<file path="src/rtl/bitacc_pkg.sv">
`timescale 1ns/1ps
package bitacc_pkg;

   typedef enum logic [1:0] {
      BA_IDLE  = 2'd0,
      BA_FETCH = 2'd1,
      BA_APPLY = 2'd2
   } ba_phase_e;

   typedef struct packed {
      logic write;
      logic wval;
   } ba_op_t;

endpackage

</file>
<file path="src/rtl/bitacc_decode.sv">
`timescale 1ns/1ps
module bitacc_decode #(
   parameter int          BIT_AW        = 12,
   parameter int          BYTE_AW       = 11,
   parameter int          DATA_W        = 8,
   parameter int unsigned SFR_BIT_BASE  = 'h200,
   parameter int unsigned SFR_BYTE_BASE = 'h400,
   parameter bit          SPLIT_EN      = 1'b1
) (
   input  logic [BIT_AW-1:0]          bit_addr,
   output logic [BYTE_AW-1:0]         byte_addr,
   output logic [$clog2(DATA_W)-1:0]  bit_pos
);
   localparam int POS_W = $clog2(DATA_W);
   localparam int IDX_W = BIT_AW - POS_W;

   // elaboration-time parameter checks
   if (DATA_W < 2 || (1 << POS_W) != DATA_W) begin : g_chk_dw
      $error("bitacc_decode: DATA_W must be a power of two >= 2");
   end
   if (IDX_W > BYTE_AW) begin : g_chk_aw
      $error("bitacc_decode: BYTE_AW too narrow for BIT_AW");
   end

   logic [BIT_AW-1:0] adj;

   if (SPLIT_EN) begin : g_split
      localparam logic [BIT_AW-1:0]  WIN_BIT  = BIT_AW'(SFR_BIT_BASE);
      localparam logic [BYTE_AW-1:0] WIN_BYTE = BYTE_AW'(SFR_BYTE_BASE);
      logic in_upper;
      logic [BYTE_AW-1:0] base;

      if ((SFR_BIT_BASE % DATA_W) != 0) begin : g_chk_align
         $error("bitacc_decode: upper window must start on a byte boundary");
      end

      assign in_upper  = (bit_addr >= WIN_BIT);
      assign adj       = in_upper ? (bit_addr - WIN_BIT) : bit_addr;
      assign base      = in_upper ? WIN_BYTE : '0;
      assign byte_addr = base + BYTE_AW'(adj[BIT_AW-1:POS_W]);
   end else begin : g_flat
      assign adj       = bit_addr;
      assign byte_addr = BYTE_AW'(adj[BIT_AW-1:POS_W]);
   end

   assign bit_pos = adj[POS_W-1:0];

endmodule

</file>
<file path="src/rtl/bitacc_merge.sv">
`timescale 1ns/1ps
module bitacc_merge #(
   parameter int DATA_W = 8
) (
   input  logic [DATA_W-1:0]          rd_byte,
   input  logic [$clog2(DATA_W)-1:0]  bit_pos,
   input  logic                       new_val,
   output logic [DATA_W-1:0]          wr_byte,
   output logic                       sel_bit
);
   localparam int POS_W = $clog2(DATA_W);

   logic [DATA_W-1:0] lane_sel;

   for (genvar i = 0; i < DATA_W; i++) begin : g_lane
      assign lane_sel[i] = (bit_pos == POS_W'(i));
      assign wr_byte[i]  = lane_sel[i] ? new_val : rd_byte[i];
   end

   assign sel_bit = |(rd_byte & lane_sel);

endmodule

</file>
<file path="src/rtl/bitacc_ctrl.sv">
`timescale 1ns/1ps
module bitacc_ctrl
   import bitacc_pkg::*;
(
   input  logic clk,
   input  logic rst_n,
   input  logic req_valid,
   input  logic op_write,
   output logic idle,
   output logic capture,
   output logic rd_strobe,
   output logic wr_strobe,
   output logic finish
);
   ba_phase_e phase_q, phase_d;

   always_comb begin
      phase_d = phase_q;
      unique case (phase_q)
         BA_IDLE:  if (req_valid) phase_d = BA_FETCH;
         BA_FETCH: phase_d = BA_APPLY;
         BA_APPLY: phase_d = BA_IDLE;
         default:  phase_d = BA_IDLE;
      endcase
   end

   always_ff @(posedge clk or negedge rst_n) begin
      if (!rst_n) phase_q <= BA_IDLE;
      else        phase_q <= phase_d;
   end

   assign idle      = (phase_q == BA_IDLE);
   assign capture   = idle & req_valid;
   assign rd_strobe = (phase_q == BA_FETCH);
   assign finish    = (phase_q == BA_APPLY);
   assign wr_strobe = finish & op_write;

endmodule

</file>
<file path="src/rtl/bitmem_access_unit.sv">
`timescale 1ns/1ps
module bitmem_access_unit
   import bitacc_pkg::*;
#(
   parameter int          BIT_AW        = 12,
   parameter int          BYTE_AW       = 11,
   parameter int          DATA_W        = 8,
   parameter int unsigned SFR_BIT_BASE  = 'h200,
   parameter int unsigned SFR_BYTE_BASE = 'h400,
   parameter bit          SPLIT_EN      = 1'b1
) (
   input  logic               clk,
   input  logic               rst_n,
   input  logic               req_valid,
   output logic               req_ready,
   input  logic [BIT_AW-1:0]  req_bit_addr,
   input  logic               req_write,
   input  logic               req_value,
   output logic               rsp_done,
   output logic               rsp_bit,
   output logic               mem_rd_en,
   output logic               mem_wr_en,
   output logic [BYTE_AW-1:0] mem_addr,
   output logic [DATA_W-1:0]  mem_wdata,
   input  logic [DATA_W-1:0]  mem_rdata
);
   localparam int POS_W = $clog2(DATA_W);

   if (BIT_AW < POS_W + 1) begin : g_chk_bit_aw
      $error("bitmem_access_unit: BIT_AW too small");
   end
   if (SPLIT_EN && (SFR_BYTE_BASE >= (1 << BYTE_AW))) begin : g_chk_base
      $error("bitmem_access_unit: upper byte base outside byte space");
   end

   logic [BYTE_AW-1:0] dec_byte;
   logic [POS_W-1:0]   dec_pos;
   logic [BYTE_AW-1:0] hold_byte;
   logic [POS_W-1:0]   hold_pos;
   ba_op_t             hold_op;
   logic               capture;
   logic               finish;
   logic [DATA_W-1:0]  merged;
   logic               lane_val;

   // address map, evaluated on the incoming request
   bitacc_decode #(
      .BIT_AW       (BIT_AW),
      .BYTE_AW      (BYTE_AW),
      .DATA_W       (DATA_W),
      .SFR_BIT_BASE (SFR_BIT_BASE),
      .SFR_BYTE_BASE(SFR_BYTE_BASE),
      .SPLIT_EN     (SPLIT_EN)
   ) u_dec (
      .bit_addr (req_bit_addr),
      .byte_addr(dec_byte),
      .bit_pos  (dec_pos)
   );

   bitacc_ctrl u_ctrl (
      .clk      (clk),
      .rst_n    (rst_n),
      .req_valid(req_valid),
      .op_write (hold_op.write),
      .idle     (req_ready),
      .capture  (capture),
      .rd_strobe(mem_rd_en),
      .wr_strobe(mem_wr_en),
      .finish   (finish)
   );

   always_ff @(posedge clk or negedge rst_n) begin
      if (!rst_n) begin
         hold_byte <= '0;
         hold_pos  <= '0;
         hold_op   <= '0;
      end else if (capture) begin
         hold_byte     <= dec_byte;
         hold_pos      <= dec_pos;
         hold_op.write <= req_write;
         hold_op.wval  <= req_value;
      end
   end

   bitacc_merge #(
      .DATA_W(DATA_W)
   ) u_merge (
      .rd_byte(mem_rdata),
      .bit_pos(hold_pos),
      .new_val(hold_op.wval),
      .wr_byte(merged),
      .sel_bit(lane_val)
   );

   assign mem_addr  = hold_byte;
   assign mem_wdata = mem_wr_en ? merged : '0;
   assign rsp_done  = finish;
   assign rsp_bit   = finish & ~hold_op.write & lane_val;

endmodule

</file>
<file path="config.mk">
export PLATFORM = sky130hd
export DESIGN_NAME = bitmem_access_unit
export DESIGN_NICKNAME = d
export VERILOG_FILES = /design/src/rtl/bitacc_pkg.sv /design/src/rtl/bitacc_decode.sv /design/src/rtl/bitacc_merge.sv /design/src/rtl/bitacc_ctrl.sv /design/src/rtl/bitmem_access_unit.sv
export SDC_FILE = /design/constraint.sdc
export NUM_CORES = 1
export LEC_CHECK = 0
export BUFFER_PORTS_ARGS = -buffer_cell sky130_fd_sc_hd__buf_2
export CAP_MARGIN = 20
export CORE_MARGIN = 4
export CORE_UTILIZATION = 41
export CTS_CLUSTER_DIAMETER = 200
export DETAILED_ROUTE_END_ITERATION = 16
export GPL_ROUTABILITY_DRIVEN = 0
export PLACE_DENSITY = 0.78
export REMOVE_ABC_BUFFERS = 1
export SLEW_MARGIN = 25
export SYNTH_ARGS = -nofsm -noshare
export SYNTH_HDL_FRONTEND = slang
export SYNTH_SLANG_ARGS = --single-unit
</file>
<file path="constraint.sdc">
create_clock -name clk -period 1.4 [get_ports clk]
set_clock_uncertainty 0.1 [all_clocks]
set_input_delay 0.07 -clock clk [delete_from_list [all_inputs] [get_ports clk]]
set_output_delay 0.07 -clock clk [all_outputs]
set_load 0.05 [all_outputs]
</file>
# Word level (Yosys, flattened, before mapping)
# Cells that the tools add are included.
# word_totals
register_bits,18
inputBits,25
out_inout_bits,24
elab_cells,40
# op_classes
addsub,2
n_lt_le_gt_ge,1
eq_ne,10
mux,13
bitwise_logic,6
n_reduce_logical,3
# ops
op,n
$eq 3x3->1 const B,4
$ge 12x10->1 const B,1
$mux 12,1
$sub 12x10->12 const B,1
$add 11x9->11,1
$mux 11,1
$and 8x8->8,1
$mux 1,8
$mux 8,1
$reduce_or 8->1,1
$eq 3x2->1 const B,2
$and 1x1->1,4
$pmux 2 s2,1
$eq 3x1->1 const B,1
$logic_not 3->1,1
$eq 2x1->1 const B,1
$eq 2x2->1 const B,1
$logic_not 2->1,1
$mux 2,1
$ne 2x2->1 const B,1
$not 1->1,1

# Logic depth before layout (Yosys ltp)
# Gate-level depths: netlist of the first run.
# depth
word_depth,4
mapped_depth,5
ltp_nobuf,4

# Cells and area by module
# Synthesis of the first run repeated with hierarchy kept, for this count alone.
# unflattened
cells_unflattened,97
hier_area_um2,1182.4
# modules_own_cells
module,n_inst,cells_each,area_per_inst_um2,seq_area_each_um2
bitmem_access_unit,1,43,708.2,400.4
bitacc_merge,1,22,227.7,0.0
bitacc_decode,1,23,150.1,0.0
bitacc_ctrl,1,9,96.3,50.0

# Worst setup path before layout of the first run
# Ideal clock, no wire load.
# synth_timing
kind,register to output
startpoint,register u_ctrl.phase_q[0]
endpoint,output port mem_wdata[2]
t_arrival_ns,1.987
required_time_ns,1.230
setup_slack_ns,-0.757
path_stages_with_launch,4
n_path_buf,0
cell_sequence,dfrtp_1 > and2b_1 > nand2_1 > a21oi_1
# synth_via
elab_chain_len,3
# synth_lines
element,line,text
start: declaration,bitacc_ctrl.sv:15,"ba_phase_e phase_q, phase_d;"
start signal: assignment,bitacc_ctrl.sv:29,else phase_q <= phase_d;
$eq 2x2->1,bitacc_ctrl.sv:35,assign finish = (phase_q == BA_APPLY);
named net rsp_done,bitmem_access_unit.sv:19,"output logic rsp_done,"
$and 1x1->1,bitacc_ctrl.sv:36,assign wr_strobe = finish & op_write;
$mux 8,bitmem_access_unit.sv:96,assign mem_wdata = mem_wr_en ? merged : '0;
end: declaration,bitmem_access_unit.sv:24,"output logic [DATA_W-1:0] mem_wdata,"
# The timed path passes the listed nets, and every way through them passes these cells.

# Worst setup path in the final report of the first run
# layout_timing
startpoint,register hold_pos[1]
endpoint,output port rsp_bit
# layout_via
elab_chain_len,4
elab_cells_between_ends,11
classes_between,eq/ne (7); bitwise (2); reduce/logical (2)
# layout_lines
element,line,text
start: declaration,bitmem_access_unit.sv:39,logic [POS_W-1:0] hold_pos;
start signal: assignment,bitmem_access_unit.sv:79,hold_pos <= dec_pos;
$eq 3x1->1 (tied with other cells),bitacc_merge.sv:16,assign lane_sel[i] = (bit_pos == POS_W'(i));
$and 8x8->8 *,bitacc_merge.sv:20,assign sel_bit = |(rd_byte & lane_sel);
$reduce_or 8->1 *,bitacc_merge.sv:20,
$and 1x1->1 *,bitmem_access_unit.sv:98,assign rsp_bit = finish & ~hold_op.write & lane_val;
end: declaration,bitmem_access_unit.sv:20,"output logic rsp_bit,"
# Mark *: on every way between the ends. The rest lies on a longest branch, timed or not.

==> reports/qor_table.md, run 1 <==
| Quantity | Reported |
|---|---|
| Failing checks | negative setup slack |
| Number of buffer and inverter instances along the worst setup path | 2 |
| Startpoint of the most critical setup path | hold_pos[1] |
| First-pass detailed-route iteration total | 4 |
| Most frequently used flop master after synthesis | sky130_fd_sc_hd__dfrtp_1 |
| Crit path time final | 1780 ps |
| Clock-pin slew of the registers on the worst-case setup and hold paths | 100 ps |
| Post-layout util | 75.0% |
| Total overflow reported by the global router | 0 |
| Number of antenna violations at the first check in global routing | 0 |
| Max Cap Viol | 0 |
| EDFF count, synth | 0 |
| Multi-input gate area | 629 sq um |
| Hold Fails Final Rpt | 0 |
| Arrival time at the worst endpoint | 1610 ps |
| Most used standard cells in the synthesized netlist | 17 x sky130_fd_sc_hd__dfrtp_1, 9 x sky130_fd_sc_hd__mux2_2, 9 x sky130_fd_sc_hd__nor2_1, 8 x sky130_fd_sc_hd__inv_1, 7 x sky130_fd_sc_hd__mux2i_1 |
| Number of DRC violations after detailed routing | 0 |
| Crit path kind | reg -> out |
| Count of unique library cells instantiated by Yosys | 30 |
| Violation count after the first detailed-routing iteration | 47 |
| Skew-Pair Late Insertion Delay | 280 ps |
| IR Drop Worst-Case VDD | 1.12 mV |
| Largest net degree at the start of global routing | 18 |
| Cell type with the highest aggregate area in the netlist | sky130_fd_sc_hd__dfrtp_1 |
| Gate Count Post-Synth | 93 |
| Required time of the critical path | 1230 ps |
| Post-place setup slack | -113 ps |
| Final cycle utilization of the critical path | 127% |
| Mean Syn Cell Area | 11.2 sq um |
| Hold Slack | 128 ps |
| Overall via count from detail_route | 1004 |
| Clock root cell | sky130_fd_sc_hd__clkbuf_4 |
| Number of buffers added by the clock tree synthesis step | 3 |
| Path depth of the worst reg2reg path | 5 |
| Register area | 429 sq um |
| Total global routing track utilization | 18.1% |
| CP max stage cell | sky130_fd_sc_hd__dfrtp_2 |
| Critical-path cell list | buf_6 > mux2i_1 > a2bb2oi_1 > a31oi_1 > buf_4 |
| Initial core utilization | 42.5% |
| Worst Setup Start Kind | flop |
| Layout cells sized above 1 | 62.4% |
| Pwr/cell area | 1310 mW/mm^2 |
| Detailed Route WL | 2960 um |
| Horiz. Die Dim | 58.5 um |
| Maximum achievable frequency | 561 MHz |
| Maximum fanout along the worst path | 8 |
| Via count of the first global-routing pass | 1096 |
| Floorplan die height | 58.5 um |
| Crit-path leading delay family | flip-flops |
| Area inside the core boundary | 0.00245 sq mm |
| Inserted Diodes | 0 |
| Most frequent cell after synthesis | sky130_fd_sc_hd__dfrtp_1 |
| Warning count from the yosys run | 0 |
| Total die area | 0.00342 sq mm |
| Destination of the critical timing path | rsp_bit |
| TritonCTS Sinks | 17 |
| Maximum single-stage delay on the critical path | 490 ps |
| Number of fillers in the final layout | 161 |
| Clock Path Buffers | 2 |
| Slew Viols, Final | 0 |
| Path class of the lowest-slack min-delay path | in -> async |
| Static power due to leakage | 0.901 nW |
| Beginning of the worst register-to-register path | u_ctrl.phase_q[0] |
| Capture point of the worst reg-to-reg path | hold_pos[1] |
| Number of nets still failing antenna checks after routing | 0 |
| Top-Level Pins | 49 |
| Sequential-to-total area share from yosys stat | 40.8% |
| Avg Vias per Cell | 4.95 |
| TritonCTS clock tree | yes |
| Layout-stage area growth over the synthesis result | 76.4% |
| Routed length per placed instance | 14.6 um |
| Result of the run | complete, but fails checks |
| Netlist area before placement | 0.00104 sq mm |
| First-pass GRT wire length | 4820 um |
| Synth async-reset ratio | 100% |
| Number of register bits inferred by synthesis | 17 |
| R2R Setup Slk | -190 ps |
| Setup ws final | -382 ps |
| WP depth | 5 |
| NumNets Final | 200 |
| Number of cell rows | 18 |
| Level count of the clock H-tree | 1 |
| Kind of end point of the critical path | output pin |
| Dominant cells by area after synthesis | sky130_fd_sc_hd__dfrtp_1 41%, sky130_fd_sc_hd__mux2_2 9.7%, sky130_fd_sc_hd__mux2i_1 6.7% |
| Top cell type's share of synthesized area | 40.8% |
| RSZ-0062 raised after global routing | true |
| Setup-failing EPs final | 27 |
| Number of buffers added on ports | 47 |
| PnR Total Power | 0.00242 W |
| Detail Placement HPWL | 1910 um |
[cell type report]
cell class	count	area share, %
inverter	8	1.77
timing repair buffer	83	37.2
clock buffer	3	1.22
tap	30	2.04
sequential	17	23.3
multi-input combinational	61	34.2
clock inverter	1	0.272
[layer usage]
metal  global-route usage, %  part of all wire [%]  up-vias
li1                        -                     -      479
met5                       0                     0        -
met1                    20.4                    40      478
met4                    3.64                   1.3        0
met3                    3.29                   6.6        5
met2                    34.9                    52       42
[report_power, final]
group | switching, W | internal (W)
registers | 0.000143 | 0.000616
logic | 0.000763 | 0.000641
clock network | 0.000151 | 0.000106
[cells by family (layout without fill, tap and decap cells)]
logic type | Yosys count | count (layout) | share of synthesized area [%]
AND/OR/NAND/NOR | 25 | 25 | 14.4
multiplexers | 20 | 20 | 22.2
flip-flops | 17 | 17 | 40.8
buffers and inverters | 15 | 95 | 9.83
AO/OA/AOI/OAI | 14 | 14 | 11.3
adder cells (fa/ha/maj) | 1 | 1 | 1.20
other | 1 | 1 | 0.359
[state kept, by name, summed over array words and instances, names as in the netlist]
| name | cells |
|---|---|
| mem_addr | 10 |
| hold_pos | 3 |
| u_ctrl.phase_q | 2 |
| hold_op | 2 |
[layout by cell type, fill, tap and decap left out, types with 2 or more instances in the layout]
cell                            instances
sky130_fd_sc_hd__buf_8                  4
sky130_fd_sc_hd__clkbuf_4               4
sky130_fd_sc_hd__dfrtp_1               14
sky130_fd_sc_hd__mux2_2                 2
sky130_fd_sc_hd__nand3b_1               2
sky130_fd_sc_hd__buf_4                  8
sky130_fd_sc_hd__dfrtp_2                3
sky130_fd_sc_hd__nor3b_4                2
sky130_fd_sc_hd__a21oi_2                2
sky130_fd_sc_hd__mux2i_1                7
sky130_fd_sc_hd__a2bb2oi_1              2
sky130_fd_sc_hd__inv_1                  7
sky130_fd_sc_hd__dlygate4sd3_1         15
sky130_fd_sc_hd__buf_2                 34
sky130_fd_sc_hd__a31oi_1                2
sky130_fd_sc_hd__nand3_2                2
sky130_fd_sc_hd__nand2b_1               2
sky130_fd_sc_hd__buf_6                 21
sky130_fd_sc_hd__mux2_4                11
sky130_fd_sc_hd__nor2_1                 6
sky130_fd_sc_hd__nor2_4                 2
[how the worst min path moves through the flow]
stage | slack (ps) | from | cells after the start | endpoint
6_report | 130 | rst_n | 2 | mem_addr[6]
5_1_grt | 150 | rst_n | 2 | mem_addr[7]
4_1_cts | 130 | rst_n | 2 | mem_addr[7]
3_5_place_dp | -90 | rst_n | 1 | mem_addr[2]
3_3_place_gp | -100 | rst_n | 1 | mem_addr[2]
2_1_floorplan | -330 | rst_n | 0 | hold_op[0]
[repair_timing]
item,CTS,global route
pin swaps,5,4
hold buffers,15,0
hold endpoints to repair,30,0
gates resized for setup,50,26
buffers inserted,5,6
setup endpoints to repair,19,28
[metrics by stage]
step | instance area, sq um | std cells | setup TNS (ps)
final | 1840 | 203 | -4880
after global routing | 1840 | 203 | -7150
after CTS | 1690 | 197 | -2940
after detailed placement | 1320 | 173 | -564
after global placement | 1320 | 173 | -216
after floorplan | 971 | 86 | -13080
No activity file was read; power rests on OpenSTA's default activity.
==> inputs of run 2 (changes only) <==
--- a/config.mk
+++ b/config.mk
@@ -14,6 +14,7 @@
 export GPL_ROUTABILITY_DRIVEN = 0
 export PLACE_DENSITY = 0.78
 export REMOVE_ABC_BUFFERS = 1
+export SKIP_LAST_GASP = 1
 export SLEW_MARGIN = 25
 export SYNTH_ARGS = -nofsm -noshare
 export SYNTH_HDL_FRONTEND = slang
==> run 2 against run 1 <==
  * The run still ends with negative setup slack left
  * Flip-flop and latch count did not move
  * Worst setup slack got worse by 13 ps
  * Hold slack got worse by 4.0 ps
  * Sequential share of layout area rose by 0.72 points
  * Largest power group unchanged
  * Critical path depth did not move
  * Largest cell class unchanged
  * Critical endpoint unchanged
==> reports/qor_table.md, run 2 (synthesis gave the netlist of run 1 again) <==
| Quantity | Reported |
|---|---|
| Result of the run | complete, but fails checks |
| Failing checks | negative setup slack |
| Floorplan die height | 58.5 um |
| Inserted Diodes | 0 |
| Setup ws final | -394 ps |
| Level count of the clock H-tree | 1 |
| Total global routing track utilization | 17.9% |
| Detail Placement HPWL | 1910 um |
| Clock-pin slew of the registers on the worst-case setup and hold paths | 100 ps |
| Routed length per placed instance | 14.4 um |
| CP max stage cell | sky130_fd_sc_hd__dfrtp_2 |
| IR Drop Worst-Case VDD | 1.15 mV |
| Total die area | 0.00342 sq mm |
| Horiz. Die Dim | 58.5 um |
| Initial core utilization | 42.5% |
| Required time of the critical path | 1230 ps |
| Maximum achievable frequency | 557 MHz |
| NumNets Final | 199 |
| Beginning of the worst register-to-register path | u_ctrl.phase_q[0] |
| Capture point of the worst reg-to-reg path | hold_pos[1] |
| Number of cell rows | 18 |
| Maximum fanout along the worst path | 8 |
| Uppermost layer routed | met3 |
| Max FFs per register | 10 |
| Number of buffers added by the clock tree synthesis step | 3 |
| First-pass GRT wire length | 4790 um |
| Clock root cell | sky130_fd_sc_hd__clkbuf_4 |
| Largest net degree at the start of global routing | 18 |
| Placed instance area | 0.00132 sq mm |
| Number of placed cells counting well taps | 173 |
| Via count of the first global-routing pass | 1070 |
| Crit path kind | reg -> out |
| Hold Fails Final Rpt | 0 |
| First-pass detailed-route iteration total | 4 |
| Worst Setup Start Kind | flop |
| RSZ-0062 raised after global routing | true |
| R2R Setup Slk | -190 ps |
| TritonCTS Sinks | 17 |
| Number of DRC violations after detailed routing | 0 |
| Pwr/cell area | 1320 mW/mm^2 |
| Layout-stage area growth over the synthesis result | 71.1% |
| Setup-failing EPs final | 27 |
| Leading cell type in the layout, fill and taps excluded | sky130_fd_sc_hd__buf_2 |
| Crit path time final | 1790 ps |
| Number of antenna violations at the first check in global routing | 0 |
| Top-Level Pins | 49 |
| Post-place setup slack | -113 ps |
| Number of buffers added on ports | 47 |
| Number of nets still failing antenna checks after routing | 0 |
| Post-layout util | 72.7% |
| Area inside the core boundary | 0.00245 sq mm |
| Max Cap Viol | 0 |
| Arrival time at the worst endpoint | 1620 ps |
| Path class of the lowest-slack min-delay path | in -> async |
| DRT met1 WL | 1120 um |
| Avg Vias per Cell | 4.93 |
| Met3 routed WL | 199 um |
| Final cycle utilization of the critical path | 128% |
| Violation count after the first detailed-routing iteration | 64 |
| Path depth of the worst reg2reg path | 5 |
| Post-route cell area | 0.00179 sq mm |
| Post-layout instance count excluding filler cells | 202 |
| Detailed Route WL | 2910 um |
| Clock Path Buffers | 2 |
| Overall via count from detail_route | 995 |
| Total overflow reported by the global router | 0 |
| Skew-Pair Late Insertion Delay | 280 ps |
| Kind of end point of the critical path | output pin |
| Slew Viols, Final | 0 |
| Leading cell types in the layout, fill and taps excluded | 34 x sky130_fd_sc_hd__buf_2, 20 x sky130_fd_sc_hd__buf_6, 15 x sky130_fd_sc_hd__dlygate4sd3_1 |
| Maximum single-stage delay on the critical path | 460 ps |
| Layout cells sized above 1 | 61.0% |
| Critical-path cell list | buf_6 > mux2i_1 > a2bb2oi_1 > a31oi_1 > buf_4 |
| TritonCTS clock tree | yes |
| Routed wire length on met2 | 1590 um |
| Static power due to leakage | 0.888 nW |
==> run 2: changes by cell type in the layout (fill, tap and decap cells not counted), sizes merged <==
cell  before  now
buf       67   66
==> run 2: timing repair <==
item / 4_1_cts / 5_1_grt
resized for setup: 39 / 25
endpoints found under the setup margin: 19 / 28
hold buffers: 15 / 0
buffers inserted: 5 / 5
pin swaps: 5 / 6
hold endpoints to repair: 30 / 0
==> run 2: worst max-delay path by stage <==
| stage | startpoint | end | slack [ps] | cells after the start |
|---|---|---|---|---|
| after floorplan | u_ctrl.phase_q[0] | mem_wdata[2] | -760 | 3 |
| after global placement | hold_pos[0] | rsp_bit | -70 | 4 |
| after detailed placement | hold_pos[0] | rsp_bit | -110 | 4 |
| after CTS | hold_pos[2] | mem_wdata[3] | -350 | 5 |
| after global routing | hold_pos[1] | rsp_bit | -500 | 5 |
| final | hold_pos[1] | rsp_bit | -390 | 5 |
==> run 2: layout make-up <==
type	instances	area (sq um)
clock inverters	1	5.00
flip-flops and latches	17	429
multi-input cells	61	618
fillers	169	669
well taps	30	37.5
repair buffers	82	643
clock buffers	3	22.5
inverters	8	30.0
==> run 2: where the power goes <==
group / switching (W) / internal, W / leakage [nW] / total (W)
logic: 0.000751 / 0.000602 / 0.672 / 0.00135
clock network: 0.000152 / 0.000106 / 0.0177 / 0.000258
registers: 0.000129 / 0.000616 / 0.198 / 0.000745
total: 0.00103 / 0.00132 / 0.888 / 0.00236
==> run 2: metrics by stage <==
step	hold slack (ps)	TNS (ps)	total power, W
floorplan	-326	-13080	0.00146
global placement	-96.7	-216	0.00174
detailed placement	-87.2	-564	0.00177
CTS	133	-3130	0.00222
global route	145	-7060	0.00249
finish	124	-4840	0.00236
==> run 2: per-layer routing <==
| metal | GRT usage, % | vias to the layer above |
|---|---|---|
| li1 | - | 475 |
| met1 | 20.4 | 480 |
| met2 | 34.6 | 40 |
| met3 | 3.29 | 0 |
| met4 | 3.31 | 0 |
| met5 | 0 | - |
==> run 2: worst max-delay path: cells and delay by family, from the launching register on <==
family,cells,cell delay (ps)
buffers and inverters,2,360
AO/OA/AOI/OAI,2,280
flip-flops,1,460
multiplexers,1,230
==> inputs of run 3 (changes only) <==
--- a/config.mk
+++ b/config.mk
@@ -12,9 +12,8 @@
 export CTS_CLUSTER_DIAMETER = 200
 export DETAILED_ROUTE_END_ITERATION = 16
 export GPL_ROUTABILITY_DRIVEN = 0
-export PLACE_DENSITY = 0.78
+export PLACE_DENSITY = 0.82
 export REMOVE_ABC_BUFFERS = 1
-export SKIP_LAST_GASP = 1
 export SLEW_MARGIN = 25
 export SYNTH_ARGS = -nofsm -noshare
 export SYNTH_HDL_FRONTEND = slang
==> run 3 against run 2 <==
  * Cell area rose by 1.3%
  * The flow still finishes with violations (negative setup slack)
  * First-iteration DRC count is 17% lower
  * Sequential power shrank 0.7%
  * Register-to-register slack about the same
  * Total power up 1.7%
  * Largest cell class unchanged
  * Fmax increased by 1.8%
  * Flip-flop and latch count stayed put
  * Count of clock-buffer cells in the layout did not move
  * Die area is the same
==> reports/qor_table.md, run 3 (synthesis gave the netlist of run 1 again) <==
| Quantity | Reported |
|---|---|
| Result of the run | complete, but fails checks |
| Failing checks | negative setup slack |
| Combinational share of power | 58.5% |
| Required time of the critical path | 1230 ps |
| Max FFs per register | 10 |
| Pwr/cell area | 1330 mW/mm^2 |
| Beginning of the worst register-to-register path | u_ctrl.phase_q[1] |
| Power Internal | 0.00136 W |
| Multi-input gate area | 629 sq um |
| Critical-path cell list | buf_4 > mux2i_2 > a2bb2oi_2 > a31oi_1 > buf_4 |
| Total die area | 0.00342 sq mm |
| Detailed Route WL | 2880 um |
| Number of DRC violations after detailed routing | 0 |
| Detail Placement HPWL | 1840 um |
| Maximum fanout along the worst path | 7 |
| Initial core utilization | 42.5% |
| Number of buffer and inverter instances along the worst setup path | 2 |
| Number of nets still failing antenna checks after routing | 0 |
| Path class of the lowest-slack min-delay path | in -> async |
| Area inside the core boundary | 0.00245 sq mm |
| Horiz. Die Dim | 58.5 um |
| Clock root cell | sky130_fd_sc_hd__clkbuf_4 |
| Max Cap Viol | 0 |
| Floorplan die height | 58.5 um |
| Hold Fails Final Rpt | 0 |
| Clock Path Buffers | 2 |
| Maximum single-stage delay on the critical path | 480 ps |
| Crit path time final | 1760 ps |
| Number of fillers in the final layout | 175 |
| Avg Vias per Cell | 4.95 |
| IR Drop Worst-Case VDD | 1.10 mV |
| Placed instance area | 0.00133 sq mm |
| First-pass GRT wire length | 4440 um |
| Layout cells sized above 1 | 62.8% |
| Startpoint of the most critical setup path | hold_pos[1] |
| Setup ws final | -363 ps |
| Worst Setup Start Kind | flop |
| Crit-path leading delay family | flip-flops |
| Layout-stage area growth over the synthesis result | 73.3% |
| First-pass detailed-route iteration total | 4 |
| Clk pwr share | 10.7% |
| Number of buffers added on ports | 47 |
| R2R Setup Slk | -190 ps |
| Total overflow reported by the global router | 0 |
| Number of cell rows | 18 |
| Inserted Diodes | 0 |
| Static power due to leakage | 0.897 nW |
| Net switching share of the total power | 43.4% |
| Maximum achievable frequency | 567 MHz |
| Arrival time at the worst endpoint | 1590 ps |
| Clock-pin slew of the registers on the worst-case setup and hold paths | 100 ps |
| Crit path kind | reg -> out |
| Kind of end point of the critical path | output pin |
| Switching Power | 0.00104 W |
| NumNets Final | 199 |
| Overall via count from detail_route | 999 |
| PnR Total Power | 0.00240 W |
| CP max stage cell | sky130_fd_sc_hd__dfrtp_2 |
| Number of placed cells counting well taps | 175 |
| RSZ-0062 raised after global routing | true |
| Level count of the clock H-tree | 1 |
| Setup-failing EPs final | 27 |
| Total global routing track utilization | 16.5% |
| Cell occurring most often along the worst timing path | sky130_fd_sc_hd__buf_4 |
| TritonCTS clock tree | yes |
| Number of antenna violations at the first check in global routing | 0 |
| Violation count after the first detailed-routing iteration | 53 |
| Post-layout instance count excluding filler cells | 202 |
| Top-Level Pins | 49 |
| Number of buffers added by the clock tree synthesis step | 3 |
| Final cycle utilization of the critical path | 126% |
| Sequential group share of total power | 30.9% |
| Leading cell types in the layout, fill and taps excluded | 34 x sky130_fd_sc_hd__buf_2, 19 x sky130_fd_sc_hd__buf_6, 15 x sky130_fd_sc_hd__dlygate4sd3_1 |
| Leading cell type in the layout, fill and taps excluded | sky130_fd_sc_hd__buf_2 |
| Post-layout util | 73.6% |
| Largest net degree at the start of global routing | 18 |
| Register area | 429 sq um |
| Post-route cell area | 0.00181 sq mm |
| Via count of the first global-routing pass | 1033 |
| Slew Viols, Final | 0 |
| Routed length per placed instance | 14.3 um |
| Skew-Pair Late Insertion Delay | 280 ps |
| TritonCTS Sinks | 17 |
## run 3: cell type report
type | instances | share of cell area [%]
clock buffer | 3 | 1.25
multi-input combinational | 61 | 34.8
clock inverter | 1 | 0.277
inverter | 8 | 1.66
sequential | 17 | 23.7
tap | 30 | 2.08
timing repair buffer | 82 | 36.2
## run 3: power groups by stage
stage | clock network (W) | logic (W) | registers (W)
5_1_grt | 0.000307 | 0.00148 | 0.000763
3_5_place_dp | 0 | 0.00107 | 0.000725
4_1_cts | 0.000265 | 0.00120 | 0.000726
6_report | 0.000255 | 0.00140 | 0.000740
3_3_place_gp | 0 | 0.00105 | 0.000719
2_1_floorplan | 0 | 0.000462 | 0.00100
## run 3: worst paths after layout
path,endpoint,cells past startpoint
worst max register to register,mem_addr[4],5
min in group clk,u_ctrl.phase_q[0],4
worst max-delay path,rsp_bit,5
worst min register to register,mem_addr[0],1
max in group asynchronous,hold_pos[1],2
worst min-delay path,mem_addr[6],2
## run 3: layer usage
metal / routed length [um] / part of all wire (%) / vias up / track usage [%]
met5: 0 / 0 / - / 0
met1: 1050 / 36 / 482 / 17.9
met3: 183 / 6.4 / 2 / 3.07
met2: 1630 / 57 / 36 / 32.2
met4: 21 / 0.73 / 0 / 3.97
li1: - / - / 479 / -
## run 3: worst reg2reg max path: cells and delay by family, from the launching register on
kind                   cells  cell delay, ps
and+or+nand+nor            1             240
muxes                      1             320
DFF                        1             400
buffers and inverters      3             430
## run 3: per-stage QoR
stage	worst slack (ps)	hold WS, ps	setup TNS, ps
after CTS	-354	131	-3370
after floorplan	-757	-326	-13080
after global routing	-449	146	-6840
after detailed placement	-141	-83.7	-376
final	-363	135	-4790
after global placement	-68.7	-96.6	-125
## run 3: timing repair
action | CTS | global route
resized for setup | 28 | 42
endpoints found under the hold margin | 30 | 0
hold buffers | 15 | 0
pin swaps | 4 | 6
setup endpoints to repair | 11 | 25
buffers inserted | 3 | 5
